`src/rtl/edgecap_pkg.sv`:
```
package edgecap_pkg;

  typedef enum logic [1:0] {
    ES_OFF  = 2'b00,
    ES_RISE = 2'b01,
    ES_FALL = 2'b10,
    ES_BOTH = 2'b11
  } edge_sel_e;

  localparam int ADDR_CTRL = 0;
  localparam int ADDR_FLAG = 1;
  localparam int ADDR_CAP0 = 2;

endpackage

```
`src/rtl/edgecap_sync.sv`:
```
module edgecap_sync #(
  parameter int STAGES = 2
) (
  input  logic clk,
  input  logic rst_n,
  input  logic pin_i,
  output logic rise_o,
  output logic fall_o
);

  logic [STAGES-1:0] sync_q;
  logic [STAGES-1:0] sync_d;
  logic              prev_q;
  logic              level;

  assign level = sync_q[STAGES-1];

  always_comb begin
    sync_d = {sync_q[STAGES-2:0], pin_i};
  end

  always_ff @(posedge clk or negedge rst_n) begin
    if (!rst_n) begin
      sync_q <= '0;
      prev_q <= 1'b0;
    end else begin
      sync_q <= sync_d;
      prev_q <= level;
    end
  end

  assign rise_o = level & ~prev_q;
  assign fall_o = ~level & prev_q;

endmodule

```
`src/rtl/edgecap_chan.sv`:
```
module edgecap_chan
  import edgecap_pkg::*;
#(
  parameter int CNT_W  = 16,
  parameter bit ALT_EN = 1'b0
) (
  input  logic             clk,
  input  logic             rst_n,
  input  edge_sel_e        sel_i,
  input  logic             rise_i,
  input  logic             fall_i,
  input  logic             alt_i,
  input  logic             clr_i,
  input  logic [CNT_W-1:0] cnt_i,
  output logic [CNT_W-1:0] cap_o,
  output logic             flag_o
);

  logic hit;
  logic flag_d;

  always_comb begin
    unique case (sel_i)
      ES_OFF:  hit = ALT_EN & alt_i;
      ES_RISE: hit = rise_i;
      ES_FALL: hit = fall_i;
      default: hit = rise_i | fall_i;
    endcase
    // a capture in the clear cycle wins
    flag_d = hit | (flag_o & ~clr_i);
  end

  always_ff @(posedge clk or negedge rst_n) begin
    if (!rst_n) begin
      cap_o  <= '0;
      flag_o <= 1'b0;
    end else begin
      if (hit) cap_o <= cnt_i;
      flag_o <= flag_d;
    end
  end

  p_rise_load_r4: assert property (@(posedge clk) disable iff (!rst_n)
    (sel_i == ES_RISE && rise_i) |=> (cap_o == $past(cnt_i) && flag_o));

  p_fall_load_r5: assert property (@(posedge clk) disable iff (!rst_n)
    (sel_i == ES_FALL && fall_i) |=> (cap_o == $past(cnt_i) && flag_o));

  p_both_load_r6: assert property (@(posedge clk) disable iff (!rst_n)
    (sel_i == ES_BOTH && (rise_i || fall_i)) |=> (cap_o == $past(cnt_i)));

  p_off_quiet_r7: assert property (@(posedge clk) disable iff (!rst_n)
    (sel_i == ES_OFF && !(ALT_EN && alt_i)) |=> $stable(cap_o));

  p_alt_load_r8: assert property (@(posedge clk) disable iff (!rst_n)
    (ALT_EN && sel_i == ES_OFF && alt_i) |=> (cap_o == $past(cnt_i) && flag_o));

  p_flag_sticky_r10: assert property (@(posedge clk) disable iff (!rst_n)
    (flag_o && !clr_i) |=> flag_o);

endmodule

```
`src/rtl/edgecap_quad.sv`:
```
module edgecap_quad
  import edgecap_pkg::*;
#(
  parameter int CNT_W       = 16,
  parameter int NUM_CH      = 4,
  parameter int ALT_CH      = 3,
  parameter int SYNC_STAGES = 2,
  parameter int ADDR_W      = 3
) (
  input  logic                  clk,
  input  logic                  rst_n,
  input  logic [NUM_CH-1:0]     cap_pin,
  input  logic                  cmp_strobe,
  input  logic                  reg_wr,
  input  logic [ADDR_W-1:0]     reg_addr,
  input  logic [2*NUM_CH-1:0]   reg_wdata,
  output logic [CNT_W-1:0]      reg_rdata,
  output logic [NUM_CH-1:0]     cap_flag
);

  localparam int CTRL_W = 2 * NUM_CH;

  logic [CNT_W-1:0]  cnt_q;
  logic [CNT_W-1:0]  cnt_d;
  logic [CTRL_W-1:0] ctrl_q;
  logic              ctrl_wr;
  logic              flag_wr;
  logic [NUM_CH-1:0] clr_v;
  logic [NUM_CH-1:0] rise_v;
  logic [NUM_CH-1:0] fall_v;
  logic [NUM_CH-1:0] flag_v;
  logic [CNT_W-1:0]  cap_arr [NUM_CH];

  // free-running timebase
  always_comb begin
    cnt_d = cnt_q + 1'b1;
  end

  always_ff @(posedge clk or negedge rst_n) begin
    if (!rst_n) cnt_q <= '0;
    else        cnt_q <= cnt_d;
  end

  // register port decode
  always_comb begin
    ctrl_wr = reg_wr && (reg_addr == ADDR_W'(ADDR_CTRL));
    flag_wr = reg_wr && (reg_addr == ADDR_W'(ADDR_FLAG));
    clr_v   = flag_wr ? reg_wdata[NUM_CH-1:0] : '0;
  end

  always_ff @(posedge clk or negedge rst_n) begin
    if (!rst_n)       ctrl_q <= '0;
    else if (ctrl_wr) ctrl_q <= reg_wdata;
  end

  for (genvar i = 0; i < NUM_CH; i++) begin : g_ch
    edgecap_sync #(
      .STAGES (SYNC_STAGES)
    ) sync_i (
      .clk    (clk),
      .rst_n  (rst_n),
      .pin_i  (cap_pin[i]),
      .rise_o (rise_v[i]),
      .fall_o (fall_v[i])
    );

    edgecap_chan #(
      .CNT_W  (CNT_W),
      .ALT_EN (i == ALT_CH)
    ) chan_i (
      .clk    (clk),
      .rst_n  (rst_n),
      .sel_i  (edge_sel_e'(ctrl_q[2*i +: 2])),
      .rise_i (rise_v[i]),
      .fall_i (fall_v[i]),
      .alt_i  (cmp_strobe),
      .clr_i  (clr_v[i]),
      .cnt_i  (cnt_q),
      .cap_o  (cap_arr[i]),
      .flag_o (flag_v[i])
    );
  end

  assign cap_flag = flag_v;

  // read mux
  always_comb begin
    reg_rdata = '0;
    if (reg_addr == ADDR_W'(ADDR_CTRL)) begin
      reg_rdata = CNT_W'(ctrl_q);
    end else if (reg_addr == ADDR_W'(ADDR_FLAG)) begin
      reg_rdata = CNT_W'(flag_v);
    end else begin
      for (int i = 0; i < NUM_CH; i++) begin
        if (reg_addr == ADDR_W'(ADDR_CAP0 + i)) reg_rdata = cap_arr[i];
      end
    end
  end

  p_cnt_step_r2: assert property (@(posedge clk) disable iff (!rst_n)
    1'b1 |=> (cnt_q == CNT_W'($past(cnt_q) + 1'b1)));

  p_ctrl_load_r3: assert property (@(posedge clk) disable iff (!rst_n)
    ctrl_wr |=> (ctrl_q == $past(reg_wdata)));

  p_ctrl_hold_r11: assert property (@(posedge clk) disable iff (!rst_n)
    !ctrl_wr |=> $stable(ctrl_q));

  p_strobe_ignored_r8: assert property (@(posedge clk) disable iff (!rst_n)
    (cmp_strobe && ctrl_q[2*ALT_CH +: 2] != 2'b00
     && !rise_v[ALT_CH] && !fall_v[ALT_CH]) |=> $stable(cap_arr[ALT_CH]));

  p_flag_clear_r10: assert property (@(posedge clk) disable iff (!rst_n)
    (flag_wr && reg_wdata[0] && ctrl_q[1:0] == 2'b00) |=> !flag_v[0]);

endmodule

```
`config.mk`:
```
export PLATFORM = sky130hd
export DESIGN_NAME = edgecap_quad
export DESIGN_NICKNAME = d
export VERILOG_FILES = /design/src/rtl/edgecap_pkg.sv /design/src/rtl/edgecap_sync.sv /design/src/rtl/edgecap_chan.sv /design/src/rtl/edgecap_quad.sv
export SDC_FILE = /design/constraint.sdc
export NUM_CORES = 1
export LEC_CHECK = 0
export BUFFER_PORTS_ARGS = -buffer_cell sky130_fd_sc_hd__buf_2
export CORE_UTILIZATION = 40
export CTS_BUF_LIST = sky130_fd_sc_hd__clkbuf_4
export CTS_CLUSTER_SIZE = 14
export DETAILED_ROUTE_END_ITERATION = 12
export GPL_TIMING_DRIVEN = 0
export PLACE_DENSITY = 0.55
export SLEW_MARGIN = 25
export SYNTH_ARGS = -nofsm -noshare
export SYNTH_HDL_FRONTEND = slang
export SYNTH_SLANG_ARGS = --single-unit
```
`constraint.sdc`:
```
create_clock -name clk -period 3.51 [get_ports clk]
set_input_delay 0.1755 -clock clk [delete_from_list [all_inputs] [get_ports clk]]
set_output_delay 0.1755 -clock clk [all_outputs]
set_load 0.05 [all_outputs]
```
# Word-level counts from Yosys, hierarchy flattened
# Cells that the tools add are included.
[classes]
n_addsub = 1
n_eq_ne = 13
n_mux = 11
bitwise = 32
n_reduce_logical = 7
[ops]
columns = ["op", "n"]
rows = [
  ["2-to-1 mux 16 bit", 6],
  ["adder 16 x 1 -> 16 bit (second input constant)", 1],
  ["AND 1 bit", 12],
  ["inverter 1 bit", 12],
  ["case mux 1 bit (3 select lines)", 4],
  ["== test 2 x 1 -> 1 bit (second input constant)", 4],
  ["== test 2 bit (second input constant)", 4],
  ["logical NOT 2 bit", 4],
  ["bitwise OR 1 bit", 8],
  ["== test 3 x 2 -> 1 bit (second input constant)", 2],
  ["== test 3 bit (second input constant)", 2],
  ["2-to-1 mux 4 bit", 1],
  ["== test 3 x 1 -> 1 bit (second input constant)", 1],
  ["logical NOT 3 bit", 1],
  ["logical AND 1 bit", 2],
]
[word_totals]
register_bits = 104
output_inout_bits = 20
wordCells = 82

# Logic depth before layout (Yosys ltp)
# Gate-level depths: netlist of run 1.
[logic_depth]
depth_word = 7
mapped_depth = 7

# Modules after synthesis
# From an unflattened synthesis of run 1, not the netlist that was laid out.
[hier_totals]
hier_cells = 322
area_unflattened_um2 = 4749.6
[modules_own_cells]
columns = ["mod", "n_inst", "cells_each", "area_each_um2", "seq_area_each_um2"]
rows = [
  ["edgecap_chan (g_ch[0].chan_i ...)", 3, 37, 689.4, 425.4],
  ["edgecap_quad", 1, 152, 1620.3, 600.6],
  ["edgecap_chan (g_ch[3].chan_i)", 1, 39, 700.7, 425.4],
  ["edgecap_sync", 4, 5, 90.1, 75.1],
]

# Worst setup path before layout of run 1
# Ideal clock, no wire load.
[synth_timing]
path_kind = "register to register"
start = "register g_ch[3].sync_i.sync_q[1]"
end = "register g_ch[3].chan_i.cap_o[10]"
setup_time_ps = 125
arrival_ps = 1691
required_time_ps = 3385
path_slack_ps = 1694
path_stages_with_launch = 7
cell_sequence = "dfrtp_1 -> ha_1 -> inv_1 -> mux4_2 -> buf_6 -> buf_12 -> mux2_4"
[synth_between]
elab_chain_len = 4
[synth_lines]
columns = ["item", "line", "rtl"]
rows = [
  ["start: declaration", "edgecap_sync.sv:11", "logic [STAGES-1:0] sync_q;"],
  ["start signal: assignment", "edgecap_sync.sv:27", "sync_q <= sync_d;"],
  ["inverter 1 bit", "edgecap_sync.sv:33", "assign fall_o = ~level & prev_q;"],
  ["AND 1 bit", "edgecap_sync.sv:33", ""],
  ["bitwise OR 1 bit", "edgecap_chan.sv:27", "default: hit = rise_i | fall_i;"],
  ["case mux 1 bit (3 select lines) (*)", "edgecap_chan.sv:23", "unique case (sel_i)"],
  ["end signal: assignment", "edgecap_chan.sv:38", "if (hit) cap_o <= cnt_i;"],
  ["end: declaration", "edgecap_chan.sv:15", "output logic [CNT_W-1:0] cap_o,"],
]
# Every way passes the cells marked *; elsewhere a longest branch is shown, timed or not.
# A chain may end at the register's enable or synchronous reset.

# Worst setup path in the final report of run 1
[layout_timing]
start = "register g_ch[2].sync_i.sync_q[1]"
end = "register g_ch[2].chan_i.cap_o[8]"
[layout_between]
elab_chain_len = 4
[layout_lines]
columns = ["item", "line"]
rows = [
  ["start: declaration", "edgecap_sync.sv:11"],
  ["start signal: assignment", "edgecap_sync.sv:27"],
  ["inverter 1 bit", "edgecap_sync.sv:33"],
  ["AND 1 bit", "edgecap_sync.sv:33"],
  ["bitwise OR 1 bit", "edgecap_chan.sv:27"],
  ["case mux 1 bit (3 select lines) (*)", "edgecap_chan.sv:23"],
  ["end signal: assignment", "edgecap_chan.sv:38"],
  ["end: declaration", "edgecap_chan.sv:15"],
]
# Marked as above.

==> metrics.txt, run 1 <==
RSZ-0062 raised after global routing false; period utilisation layout 0.595; Worst Reg-to-Reg Cells 5; final hold vios 0; CTS H-tree depth 3; fin area 5410 µm²; Post-synth ARST share 1.00; Num CTS Buffers 9; Most used DFF post-synth dfrtp_1; top cells by count, synth 104 x dfrtp_1, 69 x mux2_2, 25 x mux2i_1; DRT iter0 DRCs 100; slowest CP cell a21oi_2; Pins Over Slew Limit 0; Hold Path Class in -> async; largest net degree at the start of global routing 55; # setup viols final 0; detailed-route via count 2879; PwrDens 507 nW/µm²; Peak Freq 479 MHz; Via density 5.14; CTS tree done; Ant. Diodes 0; R2R Path End g_ch[2].chan_i.cap_o[8]; Detail Placement HPWL 6.58 mm; syn_area_per_cell 13.5 µm²; Post-Synth Simple-Gate Area 0.0525; core outline area 11500 µm²; r2r startpoint g_ch[2].sync_i.sync_q[1]; result of the run finished, final reports clean; layout overhead on the synthesized area 14.5%; cts repair resizes 0; critical path capture point type flop; total length of routed wires 9.85 mm; Post-Synth Adder-Cell Area 0.0238; DRC 0; Seq cells post-synth 104; fraction of final layout cells sized beyond drive strength 1 0.376; die span in y 111 µm; GRT overflow 0; initial antenna violation count 0; setup_tns 0 ns; Die Area 12200 µm²; min cycle time layout 2.09 ns; register area share after synthesis 0.551; Final ANT Viol Nets 0; Final GP Congestion 0.694; actual slew at the worst max-slew pin 0.759 ns; top-area cell type share of the netlist area 0.551; GRT Overall Usage 0.177; Max transition margin 0.492; CTS Sinks 104; Max Root-Sink Buffers 2; Post-CTS Setup Inserts 0; CP peak stage delay 0.50 ns; site row count 39; clk_lat worst skew 0.47 ns; syn_nets 378; worst path arrival time 2.45 ns; P_leak 0.00259 µW; DR WL/cell 17.6 µm; Post-synth EDFFs 0; vias in the first global route 3026; first-pass GRT wire length 16.5 mm; max-cap violations 0; Cell Area, Synth 4720 µm²; Worst-path clk slew 0.15 ns; largest family of logic cells by synthesized area multiplexers; nets 440; DRT Pass-1 Iters 4; Synth Area in XOR/XNOR 0.0260; I/O Pins 39; Max IR drop VDD 396 µV; Chip Width 111 µm; post-synth top area cell dfrtp_1; Root Driver clkbuf_4; cell-by-cell trace of the critical path ha_1, a21oi_1, a21oi_2, buf_4, mux2_2; Worst Path Required 3.87 ns; Worst setup SP type flop; synth unique cells 36; critical path peak fanout 10; count leader, synth dfrtp_1; Synth area leaders dfrtp_1 55%, mux2_2 16%, mux2i_1 5.3%; Worst Skew 0.0179 ns; Gate Count Post-Synth 350; critical path class reg -> reg; Area after DPL 5120 µm²; yosys warns 0; port bufs 37; mux cell area share after synthesis 0.256; Synth Area in Compound Gates 0.0498; Initial Util 0.412; reg2reg setup slack 1.42 ns
[power by group]
| group | internal, µW | switching, µW | total [µW] |
|---|---|---|---|
| sequential | 1340 | 87.4 | 1420 |
| combinational | 299 | 335 | 634 |
| clock | 310 | 376 | 687 |
[routing by layer]
metal | track usage | up-vias | wire length [µm]
li1 | - | 1354 | -
met1 | 0.236 | 1481 | 4760
met2 | 0.287 | 34 | 4700
met3 | 0.0514 | 10 | 283
met4 | 0.0400 | 0 | 104
met5 | 0 | - | 0
[critical path, delay by kind of cell (launching register included)]
kind / cells / cell delay (ns)
DFF: 1 / 0.42
adders and majority gates: 1 / 0.28
buffers and inverters: 1 / 0.35
AOI/OAI and AO/OA: 2 / 0.58
muxes: 1 / 0.36
[cells in the final DEF, fill, tap and decap left out, types with 6 or more instances in the layout]
master,n
dfrtp_1,104
mux2_2,69
buf_2,46
mux2i_1,25
o22ai_1,16
inv_1,14
nand2_1,13
dlygate4sd3_1,13
clkbuf_4,12
nor2_1,11
mux2_4,9
ha_1,9
xnor2_1,8
nand3_1,7
xor2_1,6
a22oi_1,6
[area by class of cell]
cell class                 instances  area, µm²
clock inverter                     4       68.8
sequential                       104       2600
inverter                          14       52.6
fill                            1069       6060
tap                              143        179
clock buffer                      12       90.1
multi-input combinational        209       1930
buffer                            23        141
timing repair buffer              51        349
[sequential cells by signal, indices dropped and copies added (netlist names)]
signal	flops
g_ch.sync_i.sync_q	8
cnt_q	16
ctrl_q	8
g_ch.sync_i.prev_q	4
g_ch.chan_i.cap_o	64
g_ch.chan_i.flag_o	4
[metrics by stage]
step / hold slack (ns) / cells / util / setup slack, ns / total power (µW)
global route: 0.193 / 560 / 0.472 / 1.32 / 2890
finish: 0.191 / 560 / 0.472 / 1.42 / 2740
global placement: 0.284 / 530 / 0.444 / 1.10 / 2060
CTS: 0.170 / 560 / 0.472 / 1.36 / 2800
detailed placement: 0.162 / 531 / 0.446 / 1.38 / 2080
floorplan: -0.120 / 350 / - / 1.69 / 1890
[logic make-up after synthesis]
logic type                 count (synthesis)
adders and majority gates                  9
AOI/OAI and AO/OA                         35
xor gates and xnor gates                  14
and+or+nand+nor                           46
buffers and inverters                     37
DFF                                      104
muxes                                    105
[worst max path at each step]
stage	start	endpoint	slack [ns]	depth (start not counted)
after floorplan	g_ch[3].sync_i.sync_q[1]	g_ch[3].chan_i.cap_o[10]	1.69	6
after global placement	rst_n	g_ch[2].sync_i.sync_q[0]	1.10	1
after detailed placement	g_ch[2].sync_i.sync_q[1]	g_ch[2].chan_i.cap_o[8]	1.38	5
after CTS	g_ch[2].sync_i.sync_q[1]	g_ch[2].chan_i.cap_o[8]	1.36	5
after global routing	g_ch[0].sync_i.prev_q	g_ch[0].chan_i.cap_o[8]	1.32	6
final	g_ch[2].sync_i.sync_q[1]	g_ch[2].chan_i.cap_o[8]	1.42	5
[timing repair]
item                                    4_1_cts  5_1_grt
endpoints found under the setup margin        0        0
hold buffers                                 13        0
endpoints found under the hold margin        66        0
No activity file was read; power rests on OpenSTA's default activity.
==> run 2, diff against run 1 <==
--- a/config.mk
+++ b/config.mk
@@ -11,7 +11,7 @@
 export CTS_CLUSTER_SIZE = 14
 export DETAILED_ROUTE_END_ITERATION = 12
 export GPL_TIMING_DRIVEN = 0
-export PLACE_DENSITY = 0.55
+export PLACE_DENSITY = 0.57
 export SLEW_MARGIN = 25
 export SYNTH_ARGS = -nofsm -noshare
 export SYNTH_HDL_FRONTEND = slang
==> constraint.sdc (replaced) <==
create_clock -name clk -period 1.7 [get_ports clk]
set_input_delay 0.085 -clock clk [delete_from_list [all_inputs] [get_ports clk]]
set_output_delay 0.085 -clock clk [all_outputs]
set_load 0.05 [all_outputs]
==> run 2 against run 1 <==
Non-clock buffer count is 23 higher. Largest cell class unchanged. Core utilization is 4.7 points higher. First-iteration DRC count is 30% higher. Critical endpoint is now g_ch[3].chan_i.cap_o[11]. The run now ends with negative setup slack left.
==> metrics.txt, run 2 (synthesized netlist as in run 1, its figures left out) <==
result of the run finished with violations; failing checks negative setup slack; CTS Sinks 104; min cycle time layout 1.89 ns; port bufs 37; die span in y 111 µm; core outline area 11500 µm²; Initial Util 0.412; Worst Path Required 2.06 ns; Max IR drop VDD 762 µV; largest net degree at the start of global routing 77; Worst setup SP type flop; fraction of final layout cells sized beyond drive strength 1 0.468; GRT overflow 0; period utilisation layout 1.11; CTS H-tree depth 3; Detail Placement HPWL 6.41 mm; I/O Pins 39; Filler Cells Inserted 980; Final GP Congestion 0.727; met1 GRT Util 0.236; Max Root-Sink Buffers 2; detailed-route via count 3008; site row count 39; DRT iter0 DRCs 130; Chip Width 111 µm; post-route setup slack -0.192 ns; Pins Over Slew Limit 0; critical path class reg -> reg; CTS tree done; # placed instances 531; Worst-path clk slew 0.15 ns; max-cap violations 0; most common cell after layout, fill and taps aside dfrtp_1; Largest register FFs 64; Final Non-Filler Cells 584; Max transition margin 0.476; largest registers g_ch.chan_i.cap_o: 64 flops, cnt_q: 16 flops; Peak Freq 528 MHz; layout overhead on the synthesized area 26.0%; Largest Register g_ch.chan_i.cap_o; global-route met2 utilization 0.297; critical path peak fanout 10; # setup viols final 22; clk_lat worst skew 0.47 ns; grt met3 use 0.0476; setup_tns -2.77 ns; critical path capture point type flop; total length of routed wires 10.5 mm; most frequent cells in the layout 102 x dfrtp_1, 46 x mux2_2, 36 x buf_2; GRT Overall Usage 0.181; PwrDens 1030 nW/µm²; worst path arrival time 2.25 ns; DRT Pass-1 Iters 4; RSZ-0062 raised after global routing true; first-pass GRT wire length 17.0 mm; Final ANT Viol Nets 0; Hold Path Class in -> async; final hold vios 0; DRC 0; initial antenna violation count 1; Root Driver clkbuf_4; nets 463; Num CTS Buffers 9; vias in the first global route 3168; Via density 5.15; busiest layer in global routing met2; Die Area 12200 µm²; Post-Route Utilization 0.519; Worst Skew 0.0218 ns; Design Power 6140 µW; worst slack at placement -0.417 ns; P_leak 0.00282 µW; actual slew at the worst max-slew pin 0.786 ns; DR WL/cell 18.0 µm
-- run 2: cell count changes in the layout (fill, tap and decap cells not counted), moves of 8 or more --
cell    delta
mux2_2    -23
mux2_4    +23
buf_4     +18
buf_2     -10
buf_6      +8
-- run 2: worst max-delay path: stages, from the launching register on --
cell     delay [ns]
dfrtp_1        0.43
ha_1           0.28
inv_1          0.03
mux4_2         0.56
buf_12         0.20
mux2_4         0.29
-- run 2: per-stage QoR --
stage                     hold slack (ns)  cell area (µm²)
final                              0.0488             5950
after global routing               0.0235             5950
after CTS                          0.0262             5650
after detailed placement          -0.0217             5120
after global placement              0.193             5090
after floorplan                    -0.211             4720
-- run 2: area by class of cell --
cell class	instances	area, µm²	share of cell area
Antenna cell	1	2.50	0.000421
Inverter	14	52.6	0.00883
Sequential cell	104	2610	0.438
Buffer	22	166	0.0280
Multi-Input combinational cell	209	2150	0.362
Tap cell	143	179	0.0301
Clock inverter	7	86.3	0.0145
Clock buffer	9	67.6	0.0114
Timing Repair Buffer	75	638	0.107
-- run 2: power by group --
part	total, µW	internal (µW)	switching (µW)
Clock	1380	585	793
Combinational	1830	980	848
Sequential	2940	2760	179
Total	6140	4320	1820
-- run 2: metal layers --
| layer | vias up | part of all wire |
|---|---|---|
| li1 | 1404 | - |
| met1 | 1557 | 0.47 |
| met2 | 41 | 0.49 |
| met5 | - | 0 |
| met3 | 6 | 0.027 |
| met4 | 0 | 0.0099 |
-- run 2: path summary, 6_finish.rpt --
check / start / slack [ns] / cells past startpoint / end
max in group asynchronous: rst_n / 0.98 / 3 / g_ch[1].chan_i.flag_o
min: rst_n / 0.05 / 2 / g_ch[0].chan_i.cap_o[2]
min in group clk: reg_addr[0] / 0.17 / 3 / ctrl_q[4]
max: g_ch[3].sync_i.sync_q[1] / -0.19 / 5 / g_ch[3].chan_i.cap_o[11]
min reg2reg: g_ch[3].sync_i.sync_q[0] / 0.37 / 0 / g_ch[3].sync_i.sync_q[1]
max reg2reg: g_ch[3].sync_i.sync_q[1] / -0.19 / 5 / g_ch[3].chan_i.cap_o[11]
-- run 2: timing repair --
action | 4_1_cts | 5_1_grt
endpoints found under the setup margin | 79 | 77
hold buffers | 13 | 0
hold endpoints to repair | 120 | 0
pin swaps | 7 | 14
gates resized for setup | 29 | 56
buffers inserted | 16 | 6
gates cloned | 0 | 2
